[src/rtl/irqd_pkg.sv]
package irqd_pkg;
   // Dispatch controller state: idle, first cycle of a command, held command
   typedef enum logic [1:0] {
      DS_IDLE  = 2'd0,
      DS_FRESH = 2'd1,
      DS_HOLD  = 2'd2
   } disp_state_e;
endpackage

[src/rtl/irqd_mask_sel.sv]
module irqd_mask_sel #(
   parameter int NUM_LVL  = 8,
   parameter int IPL_W    = 5,
   parameter int VEC_W    = 9,
   parameter int LVL_BASE = 22
) (
   input  logic [NUM_LVL-1:0]       req,
   input  logic [NUM_LVL*VEC_W-1:0] vec_tbl,
   input  logic [IPL_W-1:0]         cur_ipl,
   output logic                     hit,
   output logic [IPL_W-1:0]         lvl,
   output logic [VEC_W-1:0]         vec
);
   logic [NUM_LVL-1:0] elig;

   // Per-line masking against the current level
   for (genvar g = 0; g < NUM_LVL; g++) begin : g_elig
      localparam logic [IPL_W-1:0] LINE_LVL = IPL_W'(LVL_BASE + g);
      assign elig[g] = req[g] && (LINE_LVL > cur_ipl);
   end

   // Levels rise with the index: the last eligible line scanned wins
   always_comb begin
      hit = 1'b0;
      lvl = '0;
      vec = '0;
      for (int i = 0; i < NUM_LVL; i++) begin
         if (elig[i]) begin
            hit = 1'b1;
            lvl = IPL_W'(LVL_BASE + i);
            vec = vec_tbl[i*VEC_W +: VEC_W];
         end
      end
   end
endmodule

[src/rtl/irqd_halt_sel.sv]
module irqd_halt_sel #(
   parameter int NUM_HALT = 3,
   parameter int HC_W     = 6
) (
   input  logic [NUM_HALT-1:0]      req,
   input  logic [NUM_HALT*HC_W-1:0] code_tbl,
   output logic                     hit,
   output logic [HC_W-1:0]          code
);
   // Scan from the top down so the lowest index is assigned last and wins
   always_comb begin
      hit  = 1'b0;
      code = '0;
      for (int i = NUM_HALT - 1; i >= 0; i--) begin
         if (req[i]) begin
            hit  = 1'b1;
            code = code_tbl[i*HC_W +: HC_W];
         end
      end
   end
endmodule

[src/rtl/irqd_disp_ctl.sv]
module irqd_disp_ctl
   import irqd_pkg::*;
#(
   parameter int IPL_W = 5,
   parameter int VEC_W = 9,
   parameter int HC_W  = 6
) (
   input  logic             clk,
   input  logic             rst_n,
   input  logic             cand,
   input  logic             cand_halt,
   input  logic [IPL_W-1:0] cand_ipl,
   input  logic [VEC_W-1:0] cand_vec,
   input  logic [HC_W-1:0]  cand_code,
   input  logic             ack,
   output logic             valid,
   output logic             fresh,
   output logic             is_halt,
   output logic [IPL_W-1:0] ipl,
   output logic [VEC_W-1:0] vec,
   output logic [HC_W-1:0]  code
);
   disp_state_e state_q;

   always_ff @(posedge clk) begin
      if (!rst_n) begin
         state_q <= DS_IDLE;
         is_halt <= 1'b0;
         ipl     <= '0;
         vec     <= '0;
         code    <= '0;
      end else begin
         case (state_q)
            DS_IDLE: begin
               if (cand) begin
                  state_q <= DS_FRESH;
                  is_halt <= cand_halt;
                  ipl     <= cand_ipl;
                  vec     <= cand_vec;
                  code    <= cand_code;
               end
            end
            DS_FRESH: state_q <= ack ? DS_IDLE : DS_HOLD;
            DS_HOLD:  if (ack) state_q <= DS_IDLE;
            default:  state_q <= DS_IDLE;
         endcase
      end
   end

   assign valid = (state_q != DS_IDLE);
   assign fresh = (state_q == DS_FRESH);
endmodule

[src/rtl/irq_halt_dispatch.sv]
module irq_halt_dispatch #(
   parameter int NUM_LVL  = 8,
   parameter int NUM_HALT = 3,
   parameter int IPL_W    = 5,
   parameter int VEC_W    = 9,
   parameter int HC_W     = 6,
   parameter int LVL_BASE = 22
) (
   input  logic                      clk,
   input  logic                      rst_n,
   input  logic [NUM_LVL-1:0]        irq_req,
   input  logic [NUM_LVL*VEC_W-1:0]  vec_tbl,
   input  logic [NUM_HALT-1:0]       halt_req,
   input  logic [NUM_HALT*HC_W-1:0]  halt_code_tbl,
   input  logic [IPL_W-1:0]          cur_ipl,
   input  logic                      disp_ack,
   output logic                      disp_valid,
   output logic                      disp_is_halt,
   output logic [IPL_W-1:0]          disp_ipl,
   output logic [VEC_W-1:0]          disp_vec,
   output logic [HC_W-1:0]           disp_hcode,
   output logic                      save_pc,
   output logic                      save_psl,
   output logic                      save_mapen
);
   localparam int                 NUM_IPL = 1 << IPL_W;
   localparam logic [IPL_W-1:0]   IPL_TOP = IPL_W'(NUM_IPL - 1);

   // Elaboration-time parameter checks
   if (NUM_LVL < 1) begin : g_bad_lvl
      $error("NUM_LVL must be at least 1");
   end
   if (NUM_HALT < 1) begin : g_bad_halt
      $error("NUM_HALT must be at least 1");
   end
   if (LVL_BASE < 1 || LVL_BASE + NUM_LVL > NUM_IPL) begin : g_bad_base
      $error("maskable levels must lie in 1 .. 2**IPL_W-1");
   end
   if (VEC_W < 1 || HC_W < 1) begin : g_bad_w
      $error("VEC_W and HC_W must be at least 1");
   end

   logic             m_hit, h_hit;
   logic [IPL_W-1:0] m_lvl;
   logic [VEC_W-1:0] m_vec;
   logic [HC_W-1:0]  h_code;

   irqd_mask_sel #(
      .NUM_LVL (NUM_LVL),
      .IPL_W   (IPL_W),
      .VEC_W   (VEC_W),
      .LVL_BASE(LVL_BASE)
   ) mask_sel_i (
      .req    (irq_req),
      .vec_tbl(vec_tbl),
      .cur_ipl(cur_ipl),
      .hit    (m_hit),
      .lvl    (m_lvl),
      .vec    (m_vec)
   );

   irqd_halt_sel #(
      .NUM_HALT(NUM_HALT),
      .HC_W    (HC_W)
   ) halt_sel_i (
      .req     (halt_req),
      .code_tbl(halt_code_tbl),
      .hit     (h_hit),
      .code    (h_code)
   );

   // Halt overrides any maskable candidate
   logic             c_valid;
   logic [IPL_W-1:0] c_ipl;
   logic [VEC_W-1:0] c_vec;
   logic [HC_W-1:0]  c_code;

   always_comb begin
      c_valid = h_hit | m_hit;
      if (h_hit) begin
         c_ipl  = IPL_TOP;
         c_vec  = '0;
         c_code = h_code;
      end else begin
         c_ipl  = m_lvl;
         c_vec  = m_vec;
         c_code = '0;
      end
   end

   logic fresh;

   irqd_disp_ctl #(
      .IPL_W(IPL_W),
      .VEC_W(VEC_W),
      .HC_W (HC_W)
   ) ctl_i (
      .clk      (clk),
      .rst_n    (rst_n),
      .cand     (c_valid),
      .cand_halt(h_hit),
      .cand_ipl (c_ipl),
      .cand_vec (c_vec),
      .cand_code(c_code),
      .ack      (disp_ack),
      .valid    (disp_valid),
      .fresh    (fresh),
      .is_halt  (disp_is_halt),
      .ipl      (disp_ipl),
      .vec      (disp_vec),
      .code     (disp_hcode)
   );

   assign save_pc    = fresh;
   assign save_psl   = fresh;
   assign save_mapen = fresh & disp_is_halt;
endmodule

[config.mk]
export PLATFORM = sky130hd
export DESIGN_NAME = irq_halt_dispatch
export DESIGN_NICKNAME = d
export VERILOG_FILES = /design/src/rtl/irqd_pkg.sv /design/src/rtl/irqd_mask_sel.sv /design/src/rtl/irqd_halt_sel.sv /design/src/rtl/irqd_disp_ctl.sv /design/src/rtl/irq_halt_dispatch.sv
export SDC_FILE = /design/constraint.sdc
export NUM_CORES = 1
export LEC_CHECK = 0
export BUFFER_PORTS_ARGS = -buffer_cell sky130_fd_sc_hd__buf_2
export CORE_MARGIN = 8
export CORE_UTILIZATION = 44
export CTS_CLUSTER_DIAMETER = 50
export DETAILED_ROUTE_END_ITERATION = 8
export PLACE_DENSITY = 0.95
export SYNTH_ARGS = -nofsm -noshare
export SYNTH_HDL_FRONTEND = slang
export SYNTH_SLANG_ARGS = --single-unit
[constraint.sdc]
create_clock -name clk -period 2.4 [get_ports clk]
set_input_delay 0.12 -clock clk [delete_from_list [all_inputs] [get_ports clk]]
set_output_delay 0.12 -clock clk [all_outputs]
set_load 0.005 [all_outputs]
Word level (Yosys, flattened, before mapping)

Cells that the tools add are included.

Shift operators: 0
Equal/unequal tests: 4
Order comparisons: 8
Multiply operators: 0
Div/mod/pow operators: 0
Bitwise operators: 2
Multiplexer cells: 37
Reduce and logical (&&, ||, !) cells: 12
Add/sub/neg operators: 0

Operator list:

| cell                                                | number |
|---|---|
| two-way mux 9 bit                                   | 9 |
| two-way mux 5 bit                                   | 9 |
| > comparator 5 bit, first input constant            | 8 |
| two-way mux 6 bit                                   | 4 |
| two-way mux 1 bit                                   | 11 |
| logical AND 1 bit                                   | 8 |
| two-way mux 2 bit                                   | 3 |
| one-hot mux 2 bit (3 select lines)                  | 1 |
| inequality test 2 bit, second input constant        | 2 |
| AND reduction 2 bit                                 | 2 |
| equality test 2 x 1 -> 1 bit, second input constant | 1 |
| equality test 2 bit, second input constant          | 1 |
| logical NOT 2 bit                                   | 1 |
| nonzero test 2 bit                                  | 1 |
| AND 1 bit                                           | 1 |
| bitwise OR 1 bit                                    | 1 |

Memories kept: 0
Register bits after elaboration: 23
RAM bits: 0
Memory bits (read-only): 0
Bits of input ports: 109
Output and inout bits: 25
Latch bits: 0

Logic depth before layout (Yosys ltp)

Gate-level depths: netlist of run 1.

Depth in word-level cells: 13
Gate-level depth with buffers: 7
Depth with buffers taken out: 5

Hierarchy

A second synthesis of run 1 with hierarchy kept.

Cells, all modules: 297
Area total of the unflattened synthesis: 2,209.6 um^2

Modules (own cells, without submodules):

| module            | times used | area an instance (um^2) | cells an instance |
|---|---|---|---|
| irqd_mask_sel     | 1          | 938.4                   | 146 |
| irqd_disp_ctl     | 1          | 935.9                   | 99 |
| irq_halt_dispatch | 1          | 167.7                   | 25 |
| irqd_halt_sel     | 1          | 167.7                   | 27 |

Worst setup path after synthesis of run 1

OpenSTA, ideal clock, no wires.

Path type: in2reg
From: input halt_req[1]
To: register ctl_i.ipl[0]
Arrival: 1.508 ns
Cell stages on the path: 6
Required time: 2.278 ns
Slack: 0.771 ns
Library setup time: 0.122 ns
Cells stage by stage: buf_6 or3_1 a221oi_2 o2111ai_1 a21o_1 o311a_1

Cells in the longest elaborated chain, start to end: 4
Elaborated cells between the ends (all ways): 5
Classes of those cells: mux: 3; bitwise: 1; reduce/logical: 1

Ends and longest elaborated chain:

| what                                 | line                    | RTL |
|---|---|---|
| start: declaration                   | irq_halt_dispatch.sv:13 | `input logic [NUM_HALT-1:0] halt_req,` |
| two-way mux 1 bit (*) (2 in series)  | irqd_halt_sel.sv:15     | `if (req[i]) begin` |
| bitwise OR 1 bit                     | irq_halt_dispatch.sv:79 | `c_valid = h_hit \| m_hit;` |
| AND reduction 2 bit (no source line) | -                       |  |
| end signal: assignment               | irqd_disp_ctl.sv:38     | `ipl <= cand_ipl;` |
| end: declaration                     | irqd_disp_ctl.sv:19     | `output logic [IPL_W-1:0] ipl,` |

Mark *: on every way between the ends. The rest lies on a longest branch, timed or not.
A chain may end at the register's enable or synchronous reset.

Worst setup path after layout of run 1

From: input cur_ipl[4]
To: register ctl_i.vec[6]

Cells in the longest elaborated chain, start to end: 12
Elaborated cells between the ends (all ways): 35
Classes of those cells: order compare: 8; mux: 17; bitwise: 1; reduce/logical: 9

Ends and longest elaborated chain:

| what                                 | line                    | RTL |
|---|---|---|
| start: declaration                   | irq_halt_dispatch.sv:15 | `input logic [IPL_W-1:0] cur_ipl,` |
| > comparator 5 bit                   | irqd_mask_sel.sv:19     | `assign elig[g] = req[g] && (LINE_LVL > cur_ipl);` |
| logical AND 1 bit                    | irqd_mask_sel.sv:19     |  |
| two-way mux 1 bit (8 in series)      | irqd_mask_sel.sv:28     | `if (elig[i]) begin` |
| bitwise OR 1 bit                     | irq_halt_dispatch.sv:79 |  |
| AND reduction 2 bit (no source line) | -                       |  |
| end signal: assignment               | irqd_disp_ctl.sv:39     | `vec <= cand_vec;` |
| end: declaration                     | irqd_disp_ctl.sv:20     | `output logic [VEC_W-1:0] vec,` |

Several ways; a longest one is shown, not always the timed one.

==> results of run 1 <==
flip-flops by register name (all words and copies together), names as in the netlist:
register	count
ctl_i.ipl	5
ctl_i.state_q	2
ctl_i.code	6
ctl_i.vec	9
ctl_i.is_halt	1
through the flow:
stage / hold WS, ns / utilization [%] / power (mW)
2_1_floorplan: 0.197 / - / 0.649
3_5_place_dp: 0.295 / 62.7 / 0.818
4_1_cts: 0.00161 / 63.9 / 1.06
6_report: 0.154 / 64.1 / 1.07
3_3_place_gp: 0.285 / 62.7 / 0.805
5_1_grt: 0.153 / 64.1 / 1.13
metal layers:
layer  vias to the layer above  track usage [%]  wire, um
met1                      1135             26.9      3040
met5                         -                0         0
li1                       1167                -         -
met2                       127             35.8      3660
met4                         0             7.68       248
met3                        25             5.19       649
worst max-delay path: cells and delay by family:
| family | cells | cell delay (ns) |
|---|---|---|
| compound gates | 3 | 1.22 |
| buf+inv | 1 | 0.20 |
| simple gates | 2 | 0.35 |
placed cells by master (no fill, tap or decap), types with 3 or more instances in the layout:
master,n
buf_2,133
dfxtp_1,23
o21ai_0,18
inv_1,12
a21o_1,12
a21oi_1,11
nand2_1,11
a21boi_0,11
or3_1,10
o311a_1,10
a221o_1,9
a221oi_1,9
o32ai_1,9
nand3_1,8
o21ai_1,8
buf_4,6
nor2_1,5
o21a_1,5
a22oi_1,5
nor2b_1,4
clkbuf_8,3
timing repair:
action,4_1_cts,5_1_grt
buffers inserted,0,0
hold endpoints to repair,0,1
endpoints found under the setup margin,0,0
hold buffers,0,1
cells by family after synthesis:
group / share of synthesized area, %
buf+inv: 8.23
simple gates: 14.0
flops: 24.8
compound gates: 52.5
xor+xnor: 0.472
power by group:
| part | leakage, nW | switching [mW] | internal, mW |
|---|---|---|---|
| Clock | 0.0217 | 0.133 | 0.118 |
| Combinational | 1.02 | 0.205 | 0.191 |
| Sequential | 0.189 | 0.0142 | 0.406 |
area by class of cell:
cell class                 count  area [um2]  area share, %
multi-input combinational    175        1240           48.1
sequential                    23         460           17.8
inverter                      13        48.8           1.89
tap                           50        62.6           2.42
timing repair buffer         140         721           27.9
clock inverter                 1        7.51          0.291
clock buffer                   3        41.3           1.60
cells in the mapped netlist (all sizes together), types with 2 or more instances:
cell and n:
a31oi 2, or3 10, nor2 6, buf 11, a21o 12, and3b 2, nand3 8, nor3 2
inv 12, a221o 9, o211ai 2, o211a 2, or2 2, clkbuf 5, a21oi 11, a21boi 11
o32ai 9, o21ai 28, o21a 5, a221oi 11, a22oi 5, dfxtp 23, nor2b 4, nand2 12
and2 2, o311a 11
how the worst max path moves through the flow:
| stage | to | cells after the start | slack [ns] |
|---|---|---|---|
| after detailed placement | ctl_i.vec[6] | 6 | 0.39 |
| after floorplan | ctl_i.ipl[0] | 6 | 0.77 |
| final | ctl_i.vec[6] | 6 | 0.64 |
| after CTS | ctl_i.vec[6] | 6 | 0.66 |
| after global routing | ctl_i.vec[6] | 6 | 0.47 |
| after global placement | ctl_i.vec[3] | 6 | 0.50 |
==> flow_summary.toml, run 1 <==
[cells_and_area]
fill_cells = 343
antenna_cells = 0
nets = 465
fin_area_um2 = 2580
area_delta_synth_final_pct = 39.2
final_cells = 405
layout-drive-gt1-share_pct = 43.7

[sta]
slew_headroom_pct = 57.9
worstMarginPinSlew_ns = 0.631
max_freq_mhz = 568
slew_viol_final = 0
setup_ws_ns = 0.640
fin_crit_sh_pct = 73.3
hold_violations = 0
period_needed_ns = 1.76
tns_ns = 0
rsz0062_at_grt = "no"
fin_skew_ns = 0.00807
finalSetupViolCount = 0

[clocking]
clkSinkCount = 23
cts_inserted_buffers = 3
cts.clk_slew.worst_paths_ns = 0.09
cts_tree = "yes"
cts_buffer_depth = 2
cts-root-buf = "clkbuf_8"
clock_latency_ns = 0.27
htree_num_levels = 1
cts_resized = 0

[drt]
drt-pass1-iter-count = 4
drt_iter0_drc = 188
post_drt_wl_per_cell_um = 18.8
routed_via_density = 6.06
drtAntennaViolNets = 0
dr_total_vias = 2454
routed_wl_um = 7600
drc_errors = 0

[min_path]
hp-start = "rst_n"
min_to = "ctl_i.ipl[4]"
hold_path.class = "in2reg"
holdPathStages = 2

[floorplan]
placementRows = 23
coreArea_um2 = 4030
io-pin-count = 134
die-area_um2 = 6550
die_y_um = 80.9
initial_core_util_pct = 46.1
die_x_um = 80.9

[critical_path]
path_cells = "buf_2 > nand2_2 > a222oi_1 > nand2_1 > o211ai_2 > o32ai_1"
reg2reg_from = "ctl_i.state_q[1]"
cp-start-kind = "input pin"
slowest_delay_ns = 0.61
cp.arrival_ns = 1.90
r2r_cells = 6
critPathLaunch = "cur_ipl[4]"
setup.worst_path.class = "in2reg"
worst-endpoint-required_ns = 2.54
slowest_stage = "a222oi_1"
r2r-end = "ctl_i.vec[6]"
path_max_fanout = 10
r2r_slack_ns = 0.80
endpoint_kind = "flip-flop"

[synth]
syn_area_per_cell_um2 = 8.17
synth_top_area_cell = "dfxtp_1"
synth_flop_cell = "dfxtp_1"
synth-warning-count = 0
ys_seq_area_share_pct = 24.8
synthArstFlopShare_pct = 0
syn_area_um2 = 1860
yosysTopAreaCellShare_pct = 24.8
synth_nets = 336
ys_ff_latch = 23
synth_cells = 227
ys_types = 47
synth_edf_count = 0
ys_top_cells_by_area = "dfxtp_1 25%, o311a_1 5.4%, a221o_1 4.9%, o21ai_0 4.9%, a21o_1 4.9%"

[placement]
portBuffers = 133
postPlaceCellArea_um2 = 2520
dp_slack_ns = 0.391
place_hpwl_um = 6170
gp_congestion = 0.885
placed_cells = 400

[global_routing]
grt_pass1_wl_um = 11500
antenna_found_initial = 0
grt_pass1_vias = 2467
grt_usage_pct = 21.7
grt_max_degree = 15
gr-total-overflow = 0

[run_status]
status = "completed"

[job]
cap_violations = 0

[pwr]
power_density_nw_per_um2 = 413
p_leak_nw = 1.23
max-vdd-ir-drop_mv = 0.310
Power figures use the tool's default switching activity.
==> run 2: changes to the inputs <==
Settings changed: CORE_UTILIZATION 44 to 37, PLACE_DENSITY 0.95 to 0.87.
Clock period 2.4 ns to 1.6 ns, I/O delays scaled along.
==> flow_summary.toml, run 2 (synthesis gave the netlist of run 1 again) <==
[run_status]
status = "completed"

[cells_and_area]
largest_reg_flops = 9
layout-drive-gt1-share_pct = 48.2
antenna_cells = 0
mostFrequentLayoutCells = "133 x buf_2, 32 x buf_4, 23 x dfxtp_1"
largest_register = "ctl_i.vec"
reg_top3 = "ctl_i.vec (9), ctl_i.code (6), ctl_i.ipl (5)"
area_delta_synth_final_pct = 52.8
fill_cells = 429
nets = 492
final_common_cell = "buf_2"

[floorplan]
placementRows = 25
coreArea_um2 = 4790
die-area_um2 = 7540
io-pin-count = 134
die_x_um = 86.8
die_y_um = 86.8
initial_core_util_pct = 38.8

[pwr]
power_density_nw_per_um2 = 586
power.total_mw = 1.66
max-vdd-ir-drop_mv = 0.378
p_leak_nw = 1.37

[clocking]
clock_latency_ns = 0.27
cts_inserted_buffers = 3
cts-root-buf = "clkbuf_8"
htree_num_levels = 1
cts.clk_slew.worst_paths_ns = 0.09
clkSinkCount = 23
cts_buffer_depth = 2
cts_tree = "yes"

[sta]
fin_skew_ns = 0.00943
max_freq_mhz = 633
worstMarginPinSlew_ns = 0.583
setup_ws_ns = 0.0193
slew_headroom_pct = 61.0
period_needed_ns = 1.58
hold_violations = 0
finalSetupViolCount = 0
slew_viol_final = 0
rsz0062_at_grt = "yes"
fin_crit_sh_pct = 98.8

[drt]
drt-pass1-iter-count = 5
routed_wl_um = 7830
drc_errors = 0
drtAntennaViolNets = 0
routed_via_density = 5.60
post_drt_wl_per_cell_um = 17.4
drt_iter0_drc = 159
dr_total_vias = 2514

[placement]
portBuffers = 133
place_hpwl_um = 6560
gp_congestion = 0.944
dp_slack_ns = -0.203

[global_routing]
grt_pass1_wl_um = 11800
antenna_found_initial = 0
grt_max_degree = 15
gr-total-overflow = 0
grt_pass1_vias = 2460
grt_usage_pct = 19.2

[critical_path]
setup.worst_path.class = "in2reg"
cp-start-kind = "input pin"
path_cells = "buf_2 > nand4_1 > and2_2 > a221o_1 > a221oi_1 > o32ai_1"
slowest_delay_ns = 0.41
cp_top_family = "compound AO/OA/AOI/OAI gates"
slowest_stage = "a221oi_1"
path_buf_inv = 1
path_max_fanout = 9
cp.arrival_ns = 1.73
endpoint_kind = "flip-flop"
worst-endpoint-required_ns = 1.75

[job]
cap_violations = 0

[min_path]
hold_path.class = "in2reg"
==> run 2: through the flow <==
stage | cells | setup TNS, ns | hold WS (ns) | instance area [um2] | utilization (%)
3_3_place_gp | 444 | -0.779 | 0.247 | 2760 | 57.8
4_1_cts | 449 | 0 | 0.118 | 2820 | 59.0
3_5_place_dp | 444 | -2.03 | 0.251 | 2760 | 57.8
5_1_grt | 449 | -0.0381 | 0.130 | 2840 | 59.2
2_1_floorplan | 227 | 0 | 0.157 | 1860 | -
6_report | 449 | 0 | 0.122 | 2840 | 59.2
==> run 2: per-layer routing <==
| metal | track usage [%] | wire length, um |
|---|---|---|
| met5 | 0 | 0 |
| met4 | 5.16 | 165 |
| met3 | 3.88 | 573 |
| met2 | 33.9 | 3880 |
| met1 | 22.9 | 3220 |
==> run 2: power by group <==
group | internal, mW | switching, mW | leakage (nW)
Clock | 0.176 | 0.196 | 0.0217
Sequential | 0.610 | 0.0205 | 0.189
Combinational | 0.336 | 0.323 | 1.16
Total | 1.12 | 0.540 | 1.37
==> run 2: layout make-up <==
class	count	area, um2	share of cell area [%]
clock buffers	3	41.3	1.46
clock inverters	1	7.51	0.265
inverters	13	48.8	1.72
multi-input cells	175	1260	44.4
flip-flops and latches	23	460	16.2
well taps	67	83.8	2.96
repair buffers	167	936	33.0
==> run 2: timing repair <==
| action | in CTS | in global routing |
|---|---|---|
| resized for setup | 0 | 3 |
| endpoints found under the hold margin | 1 | 0 |
| hold buffers | 1 | 0 |
| endpoints found under the setup margin | 0 | 5 |
| setup buffers | 0 | 0 |
==> run 2: final timing paths <==
| path | from | to | slack [ns] | cells past startpoint |
|---|---|---|---|---|
| worst min-delay path | rst_n | ctl_i.ipl[4] | 0.12 | 2 |
| worst max-delay path | cur_ipl[4] | ctl_i.vec[8] | 0.02 | 6 |
| worst max register to register | ctl_i.state_q[1] | ctl_i.vec[1] | 0.20 | 5 |
| worst min register to register | ctl_i.vec[6] | ctl_i.vec[6] | 0.46 | 2 |
==> run 2: worst register-to-register path: stages, from the launching register on <==
cell	delay, ns
dfxtp_1	0.35
nor2_2	0.13
inv_1	0.06
nor2_1	0.20
o211ai_2	0.24
o32ai_1	0.32
